`src/rtl/phc_pkg.sv`:
```
package phc_pkg;
    localparam int BUS_W     = 32;
    localparam int NS_W      = 2 * BUS_W;
    localparam int FRAC_W    = 32;
    localparam int ACC_W     = NS_W + FRAC_W;
    localparam int INC_W     = 2 * BUS_W;
    localparam int SLEW_W    = BUS_W - 1;
    localparam int ADDR_W    = 3;

    typedef enum logic [ADDR_W-1:0] {
        SEL_TIME_LO = 3'd0,
        SEL_TIME_HI = 3'd1,
        SEL_STEP_LO = 3'd2,
        SEL_STEP_HI = 3'd3,
        SEL_SLEW    = 3'd4
    } reg_sel_e;

    typedef struct packed {
        logic [ACC_W-1:0]  acc;
        logic [INC_W-1:0]  step;
        logic [SLEW_W-1:0] slew_mag;
        logic              slew_neg;
    } accum_state_t;

    typedef struct packed {
        logic [BUS_W-1:0] time_lo_stage;
        logic [BUS_W-1:0] step_lo_stage;
        logic [BUS_W-1:0] time_hi_hold;
        logic [BUS_W-1:0] step_hi_hold;
        logic [NS_W-1:0]  offset;
        logic [BUS_W-1:0] rdata;
    } regs_state_t;
endpackage

```
`src/rtl/phc_accum.sv`:
```
module phc_accum
    import phc_pkg::*;
(
    input  logic              clk,
    input  logic              rst_n,
    input  logic              step_load,
    input  logic [INC_W-1:0]  step_val,
    input  logic              slew_load,
    input  logic [SLEW_W-1:0] slew_mag_in,
    input  logic              slew_neg_in,
    output logic [NS_W-1:0]   acc_ns,
    output logic [INC_W-1:0]  step_o,
    output logic [SLEW_W-1:0] slew_mag_o,
    output logic              slew_neg_o
);
    localparam logic [ACC_W-1:0] ONE_NS = ACC_W'(1) << FRAC_W;

    accum_state_t s_d, s_q;
    logic [ACC_W-1:0] base_sum;

    always_comb begin
        s_d      = s_q;
        base_sum = s_q.acc + ACC_W'(s_q.step);
        if (s_q.slew_mag != '0) begin
            s_d.acc      = s_q.slew_neg ? (base_sum - ONE_NS) : (base_sum + ONE_NS);
            s_d.slew_mag = s_q.slew_mag - SLEW_W'(1);
        end else begin
            s_d.acc      = base_sum;
        end
        if (step_load) begin
            s_d.step = step_val;
        end
        if (slew_load) begin
            s_d.slew_mag = slew_mag_in;
            s_d.slew_neg = slew_neg_in;
        end
    end

    always_ff @(posedge clk or negedge rst_n) begin
        if (!rst_n) begin
            s_q <= '0;
        end else begin
            s_q <= s_d;
        end
    end

    assign acc_ns     = s_q.acc[ACC_W-1:FRAC_W];
    assign step_o     = s_q.step;
    assign slew_mag_o = s_q.slew_mag;
    assign slew_neg_o = s_q.slew_neg;

    // a pending slew drains by exactly one per cycle
    p_slew_drain_r5: assert property (@(posedge clk) disable iff (!rst_n)
        (slew_mag_o != '0 && !slew_load) |=> slew_mag_o == $past(slew_mag_o) - SLEW_W'(1));

    // an idle slew stays idle
    p_slew_rest_r5: assert property (@(posedge clk) disable iff (!rst_n)
        (slew_mag_o == '0 && !slew_load) |=> slew_mag_o == '0);

    // the step only changes on a commit
    p_step_hold_r3: assert property (@(posedge clk) disable iff (!rst_n)
        !step_load |=> $stable(step_o));

    // a new slew replaces the pending one
    p_slew_replace_r7: assert property (@(posedge clk) disable iff (!rst_n)
        slew_load |=> (slew_mag_o == $past(slew_mag_in) && slew_neg_o == $past(slew_neg_in)));
endmodule

```
`src/rtl/phc_regs.sv`:
```
module phc_regs
    import phc_pkg::*;
(
    input  logic              clk,
    input  logic              rst_n,
    input  logic              wr_en,
    input  logic              rd_en,
    input  logic [ADDR_W-1:0] reg_addr,
    input  logic [BUS_W-1:0]  wr_data,
    input  logic [NS_W-1:0]   acc_ns,
    input  logic [INC_W-1:0]  step_cur,
    input  logic [SLEW_W-1:0] slew_mag_cur,
    input  logic              slew_neg_cur,
    output logic              step_load,
    output logic [INC_W-1:0]  step_val,
    output logic              slew_load,
    output logic [SLEW_W-1:0] slew_mag_in,
    output logic              slew_neg_in,
    output logic [NS_W-1:0]   time_ns,
    output logic [BUS_W-1:0]  rd_data
);
    regs_state_t s_d, s_q;
    logic [NS_W-1:0] new_time;

    assign time_ns = acc_ns + s_q.offset;

    always_comb begin
        s_d         = s_q;
        s_d.rdata   = '0;
        step_load   = 1'b0;
        slew_load   = 1'b0;
        step_val    = {wr_data, s_q.step_lo_stage};
        slew_mag_in = wr_data[SLEW_W-1:0];
        slew_neg_in = wr_data[BUS_W-1];
        new_time    = {wr_data, s_q.time_lo_stage};

        if (rd_en) begin
            case (reg_addr)
                SEL_TIME_LO: begin
                    s_d.rdata        = time_ns[BUS_W-1:0];
                    s_d.time_hi_hold = time_ns[NS_W-1:BUS_W];
                end
                SEL_TIME_HI: s_d.rdata = s_q.time_hi_hold;
                SEL_STEP_LO: begin
                    s_d.rdata        = step_cur[BUS_W-1:0];
                    s_d.step_hi_hold = step_cur[INC_W-1:BUS_W];
                end
                SEL_STEP_HI: s_d.rdata = s_q.step_hi_hold;
                SEL_SLEW:    s_d.rdata = {slew_neg_cur, slew_mag_cur};
                default:     s_d.rdata = '0;
            endcase
        end

        if (wr_en) begin
            case (reg_addr)
                SEL_TIME_LO: s_d.time_lo_stage = wr_data;
                SEL_TIME_HI: s_d.offset        = s_q.offset + (new_time - time_ns);
                SEL_STEP_LO: s_d.step_lo_stage = wr_data;
                SEL_STEP_HI: step_load         = 1'b1;
                SEL_SLEW:    slew_load         = 1'b1;
                default:     ;
            endcase
        end
    end

    always_ff @(posedge clk or negedge rst_n) begin
        if (!rst_n) begin
            s_q <= '0;
        end else begin
            s_q <= s_d;
        end
    end

    assign rd_data = s_q.rdata;

    // the captured high half moves only on a low-half time read
    p_time_hold_r8: assert property (@(posedge clk) disable iff (!rst_n)
        !(rd_en && reg_addr == SEL_TIME_LO) |=> $stable(s_q.time_hi_hold));

    // same for the step pair
    p_step_hold_r9: assert property (@(posedge clk) disable iff (!rst_n)
        !(rd_en && reg_addr == SEL_STEP_LO) |=> $stable(s_q.step_hi_hold));

    // no read, no data
    p_rdata_quiet_r11: assert property (@(posedge clk) disable iff (!rst_n)
        !rd_en |=> rd_data == '0);

    // the offset only moves on a high-half time write
    p_offset_hold_r4: assert property (@(posedge clk) disable iff (!rst_n)
        !(wr_en && reg_addr == SEL_TIME_HI) |=> $stable(s_q.offset));
endmodule

```
`src/rtl/phc_clock.sv`:
```
module phc_clock
    import phc_pkg::*;
(
    input  logic              clk,
    input  logic              rst_n,
    input  logic              wr_en,
    input  logic              rd_en,
    input  logic [ADDR_W-1:0] reg_addr,
    input  logic [BUS_W-1:0]  wr_data,
    output logic [BUS_W-1:0]  rd_data,
    output logic [NS_W-1:0]   time_ns
);
    logic              step_load;
    logic [INC_W-1:0]  step_val;
    logic              slew_load;
    logic [SLEW_W-1:0] slew_mag_in;
    logic              slew_neg_in;
    logic [NS_W-1:0]   acc_ns;
    logic [INC_W-1:0]  step_cur;
    logic [SLEW_W-1:0] slew_mag_cur;
    logic              slew_neg_cur;

    phc_accum i_accum (
        .clk         (clk),
        .rst_n       (rst_n),
        .step_load   (step_load),
        .step_val    (step_val),
        .slew_load   (slew_load),
        .slew_mag_in (slew_mag_in),
        .slew_neg_in (slew_neg_in),
        .acc_ns      (acc_ns),
        .step_o      (step_cur),
        .slew_mag_o  (slew_mag_cur),
        .slew_neg_o  (slew_neg_cur)
    );

    phc_regs i_regs (
        .clk          (clk),
        .rst_n        (rst_n),
        .wr_en        (wr_en),
        .rd_en        (rd_en),
        .reg_addr     (reg_addr),
        .wr_data      (wr_data),
        .acc_ns       (acc_ns),
        .step_cur     (step_cur),
        .slew_mag_cur (slew_mag_cur),
        .slew_neg_cur (slew_neg_cur),
        .step_load    (step_load),
        .step_val     (step_val),
        .slew_load    (slew_load),
        .slew_mag_in  (slew_mag_in),
        .slew_neg_in  (slew_neg_in),
        .time_ns      (time_ns),
        .rd_data      (rd_data)
    );

    // with zero step, no slew and no write, time stands still
    p_frozen_r1: assert property (@(posedge clk) disable iff (!rst_n)
        (step_cur == '0 && slew_mag_cur == '0 && !wr_en) |=> $stable(time_ns));
endmodule

```
`config.mk`:
```
export PLATFORM = sky130hd
export DESIGN_NAME = phc_clock
export DESIGN_NICKNAME = d
export VERILOG_FILES = /design/src/rtl/phc_pkg.sv /design/src/rtl/phc_accum.sv /design/src/rtl/phc_regs.sv /design/src/rtl/phc_clock.sv
export SDC_FILE = /design/constraint.sdc
export NUM_CORES = 1
export LEC_CHECK = 0
export ABC_CLOCK_PERIOD_IN_PS = 20000
export BUFFER_PORTS_ARGS = -buffer_cell sky130_fd_sc_hd__buf_4
export CORE_UTILIZATION = 35
export DETAILED_ROUTE_END_ITERATION = 7
export MAX_ROUTING_LAYER = met4
export PLACE_DENSITY = 0.48
export SLEW_MARGIN = 20
export SYNTH_ARGS = -nofsm -noshare
export SYNTH_HDL_FRONTEND = slang
export SYNTH_SLANG_ARGS = --single-unit
```
`constraint.sdc`:
```
create_clock -name clk -period 20 [get_ports clk]
set_clock_uncertainty 0.15 [all_clocks]
set_input_delay 3 -clock clk [delete_from_list [all_inputs] [get_ports clk]]
set_output_delay 3 -clock clk [all_outputs]
set_load 0.05 [all_outputs]
```
==> key figures <==
Global route
  • Number of global-route vias before repair: ~28000
  • Initial antenna violation count: 3
  • Grt met2 use: between 40% and 50%
  • M3 GR Usage: around 2.8%
  • Met1 GRT Util: about a third
  • First-pass GRT wire length: 183700 um
  • Largest net degree at the start of global routing: 152
  • Top Usage Layer GRT: met2
  • Remaining Overflow, GRT: 0
  • All-Layer GR Usage: roughly 26%

Yosys
  • Async set or reset register ratio after synthesis: between 90% and 100%
  • Post-synth EDFFs: 0
  • Count of cell types in the netlist: 100
  • Post-Syn Instances: between 3000 and 4000
  • Synthesized area: around 34000 sq um
  • Yosys top cell by area: dfrtp_1
  • Syn Nets: roughly 4200
  • Flops & latches, synth: 416
  • Post-synth top flop: dfrtp_1
  • Syn avg cell area: a little under 9 sq um
  • Post-synthesis sequential area ratio: 31.00%
  • Top post-synthesis cells by area: dfrtp_1, ha_1, mux2_2, a21o_1, nand2_1
  • YS warnings: 0
  • Top-area cell type share of the netlist area: roughly 31%

Die
  • Cell row count: approximately 110
  • Die width: between 300 and 400 um
  • Full die area: roughly 97000 sq um
  • Starting density of the core: a little over a third
  • Core outline area: between 90000 and 100000 sq um
  • # IOs: ~140
  • Die Span Y: a little over 300 um

Detailed routing
  • DR WL/cell: between 20 and 25 um
  • Router iterations before antenna repair: 6
  • Final ANT Viol Nets: 0
  • DR iter-0 viols: ~2400
  • Total Wirelength: roughly 120000 um
  • Routed vias: between 20000 and 30000
  • Via-to-Cell Ratio: around 5.5
  • Remaining DRCs: 0

Place
  • Routability Congestion: between 0.9 and 1
  • Port bufs: ~130
  • Dpl ws: ~12 ns
  • DP HPWL: roughly 100000 um
  • Placed Area: 35590 sq um

STA
  • Max-slew violations: 0
  • Unrepaired setup endpoints after global routing: no
  • Setup TNS: 0 ns
  • Hold_ws: 0.3238 ns
  • Max Clock Freq: 0.1175 GHz
  • Final Critical Period: roughly 8.5 ns
  • Worst slew pin tran: about 1.1 ns
  • Final setup viols: 0
  • Setup ws final: roughly 11 ns
  • Slew headroom: around a quarter
  • Endpoints failing hold: 0
  • Final period util: 42.55%

Critical path
  • Required @ worst endpoint: roughly 17 ns
  • Depth of the most critical reg-to-reg path: 29
  • Kind of end point of the critical path: output pin
  • Crit path max fanout: 5
  • Critical path arrival: roughly 5.4 ns
  • Flop2flop setup slack: about 12 ns
  • Startpoint Class: register
  • WS Path Type: register to output pin

Run status
  • Status: completed

Cells and area
  • Layout cells sized above 1: 12.40%
  • Layout Cell Area excl Fill: ~37000 sq um
  • Fin nets: between 4000 and 5000
  • Area Overhead vs Synth: 10.99%

Clocking
  • Clock Path Buffers: 3
  • Sink Count: approximately 420
  • Postcts setup bufs: 0
  • CTS H-Tree Depth: 2
  • CTS Root Cell: clkbuf_16
  • CTS resizes: 0
  • Worst-skew pair later-pin latency: ~0.64 ns
  • CTS tree: built
  • TritonCTS buffer count: 50
  • Cts hold-fix bufs: 0
  • Worst-path clk slew: around 0.060 ns

Flow run
  • Max-cap violations: 0

Worst hold path
  • Hold path cells: 1
  • Worst Hold Class: register to register
registers in the layout (all words and copies together), names as in the netlist:
| register | count |
|---|---|
| i_accum.acc_ns | 64 |
| i_regs.step_val | 32 |
| i_accum.slew_mag_o | 31 |
| i_regs.new_time | 32 |
| i_accum.s_q | 32 |
| i_accum.step_o | 64 |
| i_regs.rd_data | 32 |
| i_accum.slew_neg_o | 1 |
| i_regs.s_q | 128 |
worst max-delay path, stage by stage (launching register included):
cell and delay, ns:
dfrtp_1 0.40, ha_1 0.21, inv_1 0.06, fa_1 0.41, nor2b_1 0.13, o21ai_0 0.10, a21boi_0 0.39, o211ai_1 0.24
a211o_1 0.42, a21oi_1 0.47, o2111ai_1 0.30, a21oi_1 0.30, a31oi_1 0.25, o311ai_0 0.45, xnor2_1 0.30, inv_1 0.08
buf_4 0.20
path summary, 6_finish.rpt:
path | startpoint | end
hold reg to reg | i_accum.s_q[96] | i_accum.s_q[96]
setup / recovery | i_regs.s_q[32] | time_ns[62]
setup reg to reg | i_regs.s_q[32] | i_regs.s_q[94]
hold / removal | i_accum.s_q[96] | i_accum.s_q[96]
max in group asynchronous | rst_n | i_regs.s_q[87]
min in group asynchronous | rst_n | i_regs.new_time[6]
metal layers:
metal  vias up  part of all wire, %
li1      13580                    -
met1     13920                   46
met2       758                   45
met3       170                  4.8
met4         0                  3.8
met5         -                    0
layout make-up:
cell class	count	area (sq um)
diodes	3	7.507
clock buffers	71	1440
clock inverters	18	237.7
fillers	9815	57740
inverters	295	1107
multi-input cells	2900	21190
flip-flops and latches	416	10410
well taps	1265	1583
repair buffers	170	1296
synth_stat cells, types with 31 or more instances:
cell type    n
nand2_1    407
ha_1       263
inv_1      295
a22oi_1     62
xor2_1     128
and3_1      31
xnor2_1    163
nor3_1      43
clkbuf_1   141
buf_4       32
nor2_1     158
a21oi_1    280
and2_1      33
dfrtp_1    416
nand3_1     69
nand4_1     69
o21ai_0    267
fa_1        66
o21bai_1    53
a31oi_1     57
mux2_2     167
a21o_1     207
through the flow:
step / util [%] / std cells
finish: 39.23 / 5138
CTS: 39.22 / 5135
global placement: 37.45 / 5046
global route: 39.23 / 5136
detailed placement: 37.46 / 5046
floorplan: - / 3813
cell families (layout without fill, tap and decap cells):
group	after synthesis	in the layout	share of synthesized area, %
buf+inv	497	554	6.035
mux	170	170	5.689
flops	416	416	31.00
fa+ha+maj	329	329	13.73
xor+xnor	294	294	7.753
compound gates	1156	1156	22.25
other cells	0	3	0
simple gates	951	951	13.55
layout by cell type, fill, tap and decap left out, types with 9 or more instances in the layout:
cell type    n
a211oi_1    24
a21o_1     207
a21oi_1    280
a221oi_1     9
a22oi_1     62
a31oi_1     57
a41oi_1     10
and2_1      31
and3_1      31
and4_1      15
buf_4      168
clkbuf_1    10
clkbuf_16   50
clkbuf_8    11
dfrtp_1    415
fa_1        66
ha_1       263
inv_1      295
mux2_2     167
nand2_1    405
nand2b_1    30
nand3_1     69
nand4_1     69
nor2_1     158
nor2b_1     19
nor3_1      42
nor4_1      14
o211ai_1    13
o21a_1      24
o21ai_0    267
o21ai_1     14
o21bai_1    53
o31ai_1     19
or2_2       10
or3_1       13
xnor2_1    162
xor2_1     128
Power is not shown: default switching activity piles up to over one toggle a cycle in this logic, so the estimate is an artifact.
